$ cat config.mk
export PLATFORM = sky130hd
export DESIGN_NAME = beam_counter
export DESIGN_NICKNAME = d
export VERILOG_FILES = /design/src/rtl/beam_pkg.sv /design/src/rtl/beam_hcount.sv /design/src/rtl/beam_vcount.sv /design/src/rtl/beam_status.sv /design/src/rtl/beam_counter.sv
export SDC_FILE = /design/constraint.sdc
export NUM_CORES = 1
export LEC_CHECK = 0
export ABC_CLOCK_PERIOD_IN_PS = 2700
export CAP_MARGIN = 40
export CELL_PAD_IN_SITES_DETAIL_PLACEMENT = 0
export CELL_PAD_IN_SITES_GLOBAL_PLACEMENT = 1
export CORE_ASPECT_RATIO = 0.7
export CORE_MARGIN = 2
export CORE_UTILIZATION = 33
export CTS_CLUSTER_SIZE = 14
export DETAILED_ROUTE_END_ITERATION = 10
export PLACE_DENSITY_LB_ADDON = 0.1
export SYNTH_ARGS = -nofsm -noshare
export SYNTH_HDL_FRONTEND = slang
export SYNTH_SLANG_ARGS = --single-unit
$ cat constraint.sdc
create_clock -name clk -period 2.7 [get_ports clk]
set_input_delay 0.81 -clock clk [delete_from_list [all_inputs] [get_ports clk]]
set_output_delay 0.81 -clock clk [all_outputs]
set_load 0.02 [all_outputs]
$ cat src/rtl/beam_pkg.sv
package beam_pkg;
    localparam int HPOS_W = 9;
    localparam int VPOS_W = 9;
    localparam int WORD_W = 16;

    typedef struct packed {
        logic [HPOS_W-1:0] hpos;
        logic              long_line;
        logic              line_start;
    } hstate_t;

    typedef struct packed {
        logic [VPOS_W-1:0] vpos;
        logic              long_field;
        logic              frame_start;
    } vstate_t;

    localparam hstate_t HSTATE_RST = '{hpos: '0, long_line: 1'b0, line_start: 1'b0};
    localparam vstate_t VSTATE_RST = '{vpos: '0, long_field: 1'b1, frame_start: 1'b0};
endpackage

$ cat src/rtl/beam_hcount.sv
module beam_hcount
    import beam_pkg::*;
#(
    parameter int SHORT_LEN = 227
) (
    input  logic              clk,
    input  logic              rst_n,
    input  logic              cck_en,
    input  logic              mode_60,
    output logic [HPOS_W-1:0] hpos,
    output logic              long_line,
    output logic              line_start,
    output logic              line_end
);
    localparam logic [HPOS_W-1:0] LAST_SHORT = HPOS_W'(SHORT_LEN - 1);

    hstate_t           h_d, h_q;
    logic [HPOS_W-1:0] last_pos;

    always_comb begin
        last_pos = LAST_SHORT + HPOS_W'(mode_60 && h_q.long_line);
        line_end = cck_en && (h_q.hpos >= last_pos);
        h_d = h_q;
        h_d.line_start = 1'b0;
        if (cck_en) begin
            if (line_end) begin
                h_d.hpos       = '0;
                h_d.line_start = 1'b1;
                h_d.long_line  = mode_60 && !h_q.long_line;
            end else begin
                h_d.hpos = h_q.hpos + HPOS_W'(1);
            end
        end
    end

    always_ff @(posedge clk or negedge rst_n) begin
        if (!rst_n) h_q <= HSTATE_RST;
        else        h_q <= h_d;
    end

    assign hpos       = h_q.hpos;
    assign long_line  = h_q.long_line;
    assign line_start = h_q.line_start;
endmodule

$ cat src/rtl/beam_vcount.sv
module beam_vcount
    import beam_pkg::*;
#(
    parameter int LINES_50 = 313,
    parameter int LINES_60 = 263
) (
    input  logic              clk,
    input  logic              rst_n,
    input  logic              line_end,
    input  logic              mode_60,
    input  logic              lace_en,
    output logic [VPOS_W-1:0] vpos,
    output logic              long_field,
    output logic              frame_start
);
    localparam logic [VPOS_W-1:0] LAST_50 = VPOS_W'(LINES_50 - 1);
    localparam logic [VPOS_W-1:0] LAST_60 = VPOS_W'(LINES_60 - 1);

    vstate_t           v_d, v_q;
    logic [VPOS_W-1:0] last_line;

    always_comb begin
        last_line = (mode_60 ? LAST_60 : LAST_50)
                  - VPOS_W'(lace_en && !v_q.long_field);
        v_d = v_q;
        v_d.frame_start = 1'b0;
        if (line_end) begin
            if (v_q.vpos >= last_line) begin
                v_d.vpos        = '0;
                v_d.frame_start = 1'b1;
                v_d.long_field  = lace_en ? !v_q.long_field : 1'b1;
            end else begin
                v_d.vpos = v_q.vpos + VPOS_W'(1);
            end
        end
    end

    always_ff @(posedge clk or negedge rst_n) begin
        if (!rst_n) v_q <= VSTATE_RST;
        else        v_q <= v_d;
    end

    assign vpos        = v_q.vpos;
    assign long_field  = v_q.long_field;
    assign frame_start = v_q.frame_start;
endmodule

$ cat src/rtl/beam_status.sv
module beam_status
    import beam_pkg::*;
(
    input  logic [VPOS_W-1:0] vpos,
    input  logic [HPOS_W-1:1] hpos_half,
    input  logic              long_field,
    output logic [WORD_W-1:0] pos_hi,
    output logic [WORD_W-1:0] pos_lo
);
    localparam int HI_PAD = WORD_W - 1 - (VPOS_W - 8);

    always_comb begin
        pos_lo = {vpos[7:0], hpos_half};
        pos_hi = {long_field, {HI_PAD{1'b0}}, vpos[VPOS_W-1:8]};
    end
endmodule

$ cat src/rtl/beam_counter.sv
module beam_counter
    import beam_pkg::*;
#(
    parameter int SHORT_LEN = 227,
    parameter int LINES_50  = 313,
    parameter int LINES_60  = 263
) (
    input  logic              clk,
    input  logic              rst_n,
    input  logic              cck_en,
    input  logic              mode_60,
    input  logic              lace_en,
    output logic [HPOS_W-1:0] hpos,
    output logic [VPOS_W-1:0] vpos,
    output logic              line_start,
    output logic              frame_start,
    output logic              long_line,
    output logic              long_field,
    output logic [WORD_W-1:0] pos_hi,
    output logic [WORD_W-1:0] pos_lo
);
    logic line_end;

    beam_hcount #(.SHORT_LEN(SHORT_LEN)) u_h (
        .clk(clk), .rst_n(rst_n), .cck_en(cck_en), .mode_60(mode_60),
        .hpos(hpos), .long_line(long_line), .line_start(line_start),
        .line_end(line_end)
    );

    beam_vcount #(.LINES_50(LINES_50), .LINES_60(LINES_60)) u_v (
        .clk(clk), .rst_n(rst_n), .line_end(line_end), .mode_60(mode_60),
        .lace_en(lace_en), .vpos(vpos), .long_field(long_field),
        .frame_start(frame_start)
    );

    beam_status u_s (
        .vpos(vpos), .hpos_half(hpos[HPOS_W-1:1]), .long_field(long_field),
        .pos_hi(pos_hi), .pos_lo(pos_lo)
    );
endmodule

==> results of run 1 <==
through the flow:
stage / hold slack [ps] / setup WS, ps / utilization / setup TNS (ps)
after floorplan: 514 / 162 / - / 0
after global placement: 546 / -398 / 0.419 / -3710
after detailed placement: 548 / -489 / 0.419 / -4280
after CTS: 573 / 154 / 0.449 / 0
after global routing: 618 / 13.1 / 0.449 / 0
final: 559 / 159 / 0.449 / 0
Yosys cell counts (3+ instances only):
cell type	instances
nand3_1	5
inv_1	8
buf_4	32
nor2b_1	4
nand2_1	11
nor3_1	5
nand2b_1	3
nor2_1	16
a22o_1	6
ha_1	13
o21ai_0	8
dfrtp_1	21
xnor2_1	3
final cells by class:
cell class              count  share of cell area
multi-input cells         116               0.406
flip-flops and latches     22               0.261
repair buffers             53               0.249
well taps                  57              0.0337
clock buffers               3              0.0195
inverters                   9              0.0172
clock inverters             1              0.0142
routing by layer:
| metal | part of all wire | GRT usage | routed length (microns) |
|---|---|---|---|
| met5 | 0 | 0 | 0 |
| met4 | 0.0041 | 0.0201 | 14 |
| met3 | 0.061 | 0.0343 | 207 |
| met2 | 0.44 | 0.209 | 1490 |
| met1 | 0.49 | 0.193 | 1670 |
power by group through the flow:
stage               clock network, mW  logic, mW  registers, mW
floorplan                           0      0.224          0.476
global placement                    0      0.381          0.441
detailed placement                  0      0.382          0.442
CTS                             0.313      0.390          0.436
global route                    0.330      0.409          0.450
finish                          0.309      0.385          0.434
flip-flops by register name (all words and copies together), names as in the netlist:
register,cells
u_h.hpos,9
u_v.vpos,9
u_v.frame_start,1
u_v.long_field,1
u_h.long_line,1
u_h.line_start,1
worst max-delay path by stage:
stage / startpoint / to / slack, ps / cells after the start
final: lace_en / u_v.long_field / 160 / 12
after global routing: lace_en / u_v.long_field / 10 / 12
after CTS: lace_en / u_v.long_field / 150 / 11
after detailed placement: lace_en / u_v.vpos[3] / -490 / 11
after global placement: lace_en / u_v.vpos[3] / -400 / 11
after floorplan: lace_en / u_v.long_field / 160 / 9
cells by family after synthesis:
group | Yosys count
compound gates | 26
mux | 3
flops | 22
xor+xnor | 5
simple gates | 55
other cells | 1
buf+inv | 43
fa+ha+maj | 13
what timing repair did:
item / in CTS / in global routing
hold endpoints to repair: 0 / 0
endpoints found under the setup margin: 10 / 0
setup buffers: 1 / 0
resized for setup: 14 / 0
hold buffers: 0 / 0
==> impl_metrics.json, run 1 <==
{
  "status": "complete, no violations",
  "netlist_area_sq_mm": 0.00159,
  "period_share": 0.941,
  "yosysTopAreaCell": "dfrtp_1",
  "syn_area_per_cell_sq_um": 9.46,
  "cts_buffer_depth": 2,
  "rows": 21,
  "final_common_cell": "clkdlybuf4s50_1",
  "synthMuxAreaShare": 0.0236,
  "yosysUniqueCellTypes": 37,
  "power_frac_clock": 0.274,
  "synth_compound_area_frac": 0.123,
  "reg2reg_from": "u_v.long_field",
  "slowest_stage": "mux2_4",
  "stdcell_area_sq_mm": 0.00211,
  "diodes": 0,
  "detail-route-antenna-nets": 0,
  "avgViaCountPerCell": 4.66,
  "gp_congestion": 0.787,
  "synth_top_area_frac": 0.331,
  "dp_hpwl_microns": 2660,
  "max-vdd-ir-drop_mv": 0.257,
  "synthTopCellsByArea": "dfrtp_1 33%, buf_4 15%, ha_1 10%",
  "cp.required_ps": 2890,
  "path_delay_family": "compound AO/OA/AOI/OAI gates",
  "cts_tree": "yes",
  "ys_seq_area_frac": 0.347,
  "port-buffer-count": 44,
  "multi_input_area_sq_um": 857,
  "rrSetupSlack_ps": 340,
  "drcViolationCount": 0,
  "crit_type": "input pin to flop",
  "maxCapViolations": 0,
  "crit_chain": "dlygate4sd2_1 -> nand2b_1 -> inv_2 -> ha_1 -> nand2_2 -> ha_4 -> o21ai_0 -> o22a_1 -> o31ai_4 -> buf_6 -> and2_4 -> mux2_4",
  "pwr_density_cell_mw_per_mm2": 534,
  "synthArstFlopShare": 1.00,
  "rsz0062_at_grt": "false",
  "ys_warn_count": 0,
  "layout-drive-gt1-share": 0.172,
  "final_nets": 223,
  "cp-end-kind": "flop",
  "worst_ep_arrival_time_ps": 2730,
  "fillers": 444,
  "fmax_ghz": 0.394,
  "h-tree-depth": 1,
  "p_sw_frac": 0.339,
  "slowest_delay_ps": 290,
  "synth_edf_count": 0,
  "holdPathStages": 1,
  "areaGrowthSynthToFinish_pct": 33.0,
  "die_h_microns": 62.1,
  "grt_max_degree": 15,
  "fin_skew_ps": 6.12,
  "clk_pin_slew_ps": 80,
  "reg2reg_to": "u_v.long_field",
  "num_io_pins": 59,
  "p_total_mw": 1.13,
  "clock-sinks": 22,
  "period_needed_ps": 2540,
  "ys.flop_type": "dfrtp_1",
  "hp-start": "u_h.long_line",
  "initial_core_util": 0.338,
  "die_w_microns": 86.9,
  "routedWlPerCell_microns": 13.0,
  "synth_fa_ha_area_frac": 0.102,
  "dr.pass1.iters": 4,
  "worst-path-buf-inv": 3,
  "place_area_sq_mm": 0.00197,
  "route.vias.total": 1216,
  "p_sw_uw": 382,
  "synthXorXnorAreaFrac": 0.0276,
  "synth_top_family_by_area": "simple AND/OR/NAND/NOR gates",
  "cts_made_buffers": 3,
  "finalHoldViolations": 0,
  "synth_simple_gate_area_frac": 0.194,
  "ys_ff_latch": 22,
  "antenna_found_initial": 0,
  "die_area_sq_mm": 0.00540,
  "hold_path_class": "flop to flop",
  "grt_overflow_total": 0,
  "whs_endpoint": "u_h.long_line",
  "syn_inst": 168,
  "root_buffer": "clkbuf_8",
  "final_cell_mix": "42 x clkdlybuf4s50_1, 21 x dfrtp_1, 16 x nor2_1",
  "grtUsageTotal": 0.134,
  "p_int_uw": 746,
  "setup_viol": 0,
  "pwr-share-comb": 0.342,
  "drt-total-wl_microns": 3390,
  "crit_path_start_kind": "input pin",
  "grt_pass1_wl_microns": 5480,
  "clock_latency_ps": 260,
  "crit_path_max_fanout": 4,
  "regArea_sq_um": 552,
  "core_sq_mm": 0.00470,
  "pwr-share-seq": 0.385,
  "final_cell_count_no_fill": 261,
  "dp_cells": 256,
  "ff2ff_path_depth": 11,
  "drt_iter0_drc": 64,
  "slew_viol_final": 0,
  "p_leak_nw": 0.937,
  "grt_pass1_vias": 1081
}
No activity file was read; power rests on OpenSTA's default activity.
==> run 2: changes to the inputs <==
Settings changed: ABC_CLOCK_PERIOD_IN_PS 2700 to 2900, GPL_TIMING_DRIVEN from default to 1, SLEW_MARGIN from default to 40.
Clock period 2.7 ns to 2.9 ns, I/O delays scaled along.
==> run 2 against run 1 <==
Net effect: utilization shrank 0.53 points; global-route usage is 0.64 points lower; power fell by 13%; cell count unchanged; via count is 0.33% higher; sequential power down 6.9%; critical path depth decreased by 2; count of clock-buffer cells in the layout rose by 1; clock power fell by 30%; critical path type unchanged; largest power group unchanged; highest routed layer is now met3.
==> impl_metrics.json, run 2 (synthesis results as in run 1) <==
{
  "status": "complete, no violations",
  "root_buffer": "clkbuf_8",
  "num_io_pins": 59,
  "whs_endpoint": "u_h.long_line",
  "clock_latency_ps": 260,
  "stdcell_area_sq_mm": 0.00209,
  "period_needed_ps": 2810,
  "cts_made_buffers": 3,
  "worst_ep_arrival_time_ps": 3000,
  "layout_setup_ws_ps": 90.0,
  "dp_cells": 256,
  "die_w_microns": 86.9,
  "core_sq_mm": 0.00470,
  "reg2reg_from": "u_v.long_field",
  "rsz0062_at_grt": "false",
  "clk_pin_slew_ps": 80,
  "final_cell_mix": "43 x clkdlybuf4s50_1, 21 x dfrtp_1, 16 x nor2_1",
  "fin_skew_ps": 4.62,
  "initial_core_util": 0.338,
  "cp.required_ps": 3090,
  "die_area_sq_mm": 0.00540,
  "h-tree-depth": 1,
  "drcViolationCount": 0,
  "layout-drive-gt1-share": 0.176,
  "port-buffer-count": 44,
  "max-vdd-ir-drop_mv": 0.248,
  "final_common_cell": "clkdlybuf4s50_1",
  "grt_max_degree": 23,
  "fillers": 434,
  "place_area_sq_mm": 0.00196,
  "antenna_found_initial": 0,
  "multi_input_area_sq_um": 860,
  "slew_viol_final": 0,
  "final_cell_count_no_fill": 261,
  "post-route-util": 0.444,
  "pwr_density_cell_mw_per_mm2": 469,
  "setup-tns-final_ps": 0,
  "reg2reg_to": "u_v.long_field",
  "rrSetupSlack_ps": 540,
  "crit_type": "input pin to flop",
  "final_nets": 223,
  "cts_tree": "yes",
  "clock-sinks": 22,
  "holdPathStages": 1,
  "cp-end-kind": "flop",
  "drt-total-wl_microns": 3260,
  "diodes": 0,
  "grtUsageTotal": 0.128,
  "crit_path_max_fanout": 4,
  "hp-start": "u_h.long_line",
  "p_leak_nw": 0.927,
  "routedWlPerCell_microns": 12.5,
  "preCtsSetupSlack_ps": -314,
  "drt_iter0_drc": 41,
  "cts_buffer_depth": 2,
  "grt_pass1_wl_microns": 5250,
  "detail-route-antenna-nets": 0,
  "ff2ff_path_depth": 11,
  "maxCapViolations": 0,
  "avgViaCountPerCell": 4.67,
  "setup_viol": 0,
  "grt_pass1_vias": 1059,
  "gp_congestion": 0.790,
  "crit_path_start_kind": "input pin",
  "rows": 21,
  "areaGrowthSynthToFinish_pct": 31.4,
  "hold_path_class": "flop to flop",
  "finalHoldViolations": 0,
  "route.vias.total": 1220,
  "regArea_sq_um": 552,
  "grt_overflow_total": 0,
  "dp_hpwl_microns": 2580,
  "fmax_ghz": 0.356,
  "die_h_microns": 62.1,
  "period_share": 0.969,
  "dr.pass1.iters": 4
}
-- run 2: changes by cell type in the layout (fill, tap and decap cells not counted), sizes merged --
cell / previous run / this run
clkdlybuf4s50: 42 / 43
dlygate4sd2: 2 / 0
clkbuf: 3 / 4
dlymetal6s2s: 0 / 1
bufinv: 1 / 0
-- run 2: per-stage QoR --
| stage | hold slack [ps] | power [mW] |
|---|---|---|
| 6_report | 581 | 0.980 |
| 5_1_grt | 614 | 1.04 |
| 4_1_cts | 586 | 0.990 |
| 3_5_place_dp | 555 | 0.767 |
| 3_3_place_gp | 547 | 0.765 |
| 2_1_floorplan | 574 | 0.652 |
-- run 2: area by class of cell --
class,count,share of cell area
clock buffers,4,0.0264
inverters,9,0.0174
multi-input cells,116,0.412
flip-flops and latches,22,0.264
well taps,57,0.0342
repair buffers,53,0.246
-- run 2: what timing repair did --
action | in CTS | in global routing
pin swaps | 0 | 6
gates resized for setup | 1 | 12
setup buffers | 0 | 1
hold buffers | 0 | 0
endpoints found under the setup margin | 2 | 10
cloned | 0 | 0
-- run 2: critical path: stages --
cell             delay [ps]
clkdlybuf4s50_1         500
inv_2                    70
ha_2                    210
ha_4                    280
a21o_1                  160
a31oi_4                  50
o31ai_4                 260
buf_4                   160
and2_4                  150
mux2_4                  290
-- run 2: layer usage --
layer	vias up	GRT usage	wire, microns
met5	-	0	0
met4	0	0.0134	0
met3	0	0.0357	181
met2	42	0.202	1390
met1	572	0.182	1700
li1	606	-	-
-- run 2: where the power goes --
group	leakage (nW)	switching [mW]	total [mW]	internal (mW)
Sequential	0.279	0.0623	0.404	0.341
Combinational	0.619	0.190	0.360	0.170
Clock	0.0288	0.0956	0.216	0.121
-- run 2: worst max path at each step --
stage            start             end  cells after the start
2_1_floorplan  lace_en  u_v.long_field                      9
3_3_place_gp   mode_60     u_v.vpos[0]                     11
3_5_place_dp   lace_en     u_v.vpos[3]                     12
4_1_cts        lace_en     u_v.vpos[3]                     12
5_1_grt        mode_60  u_v.long_field                     10
6_report       mode_60  u_v.long_field                     10
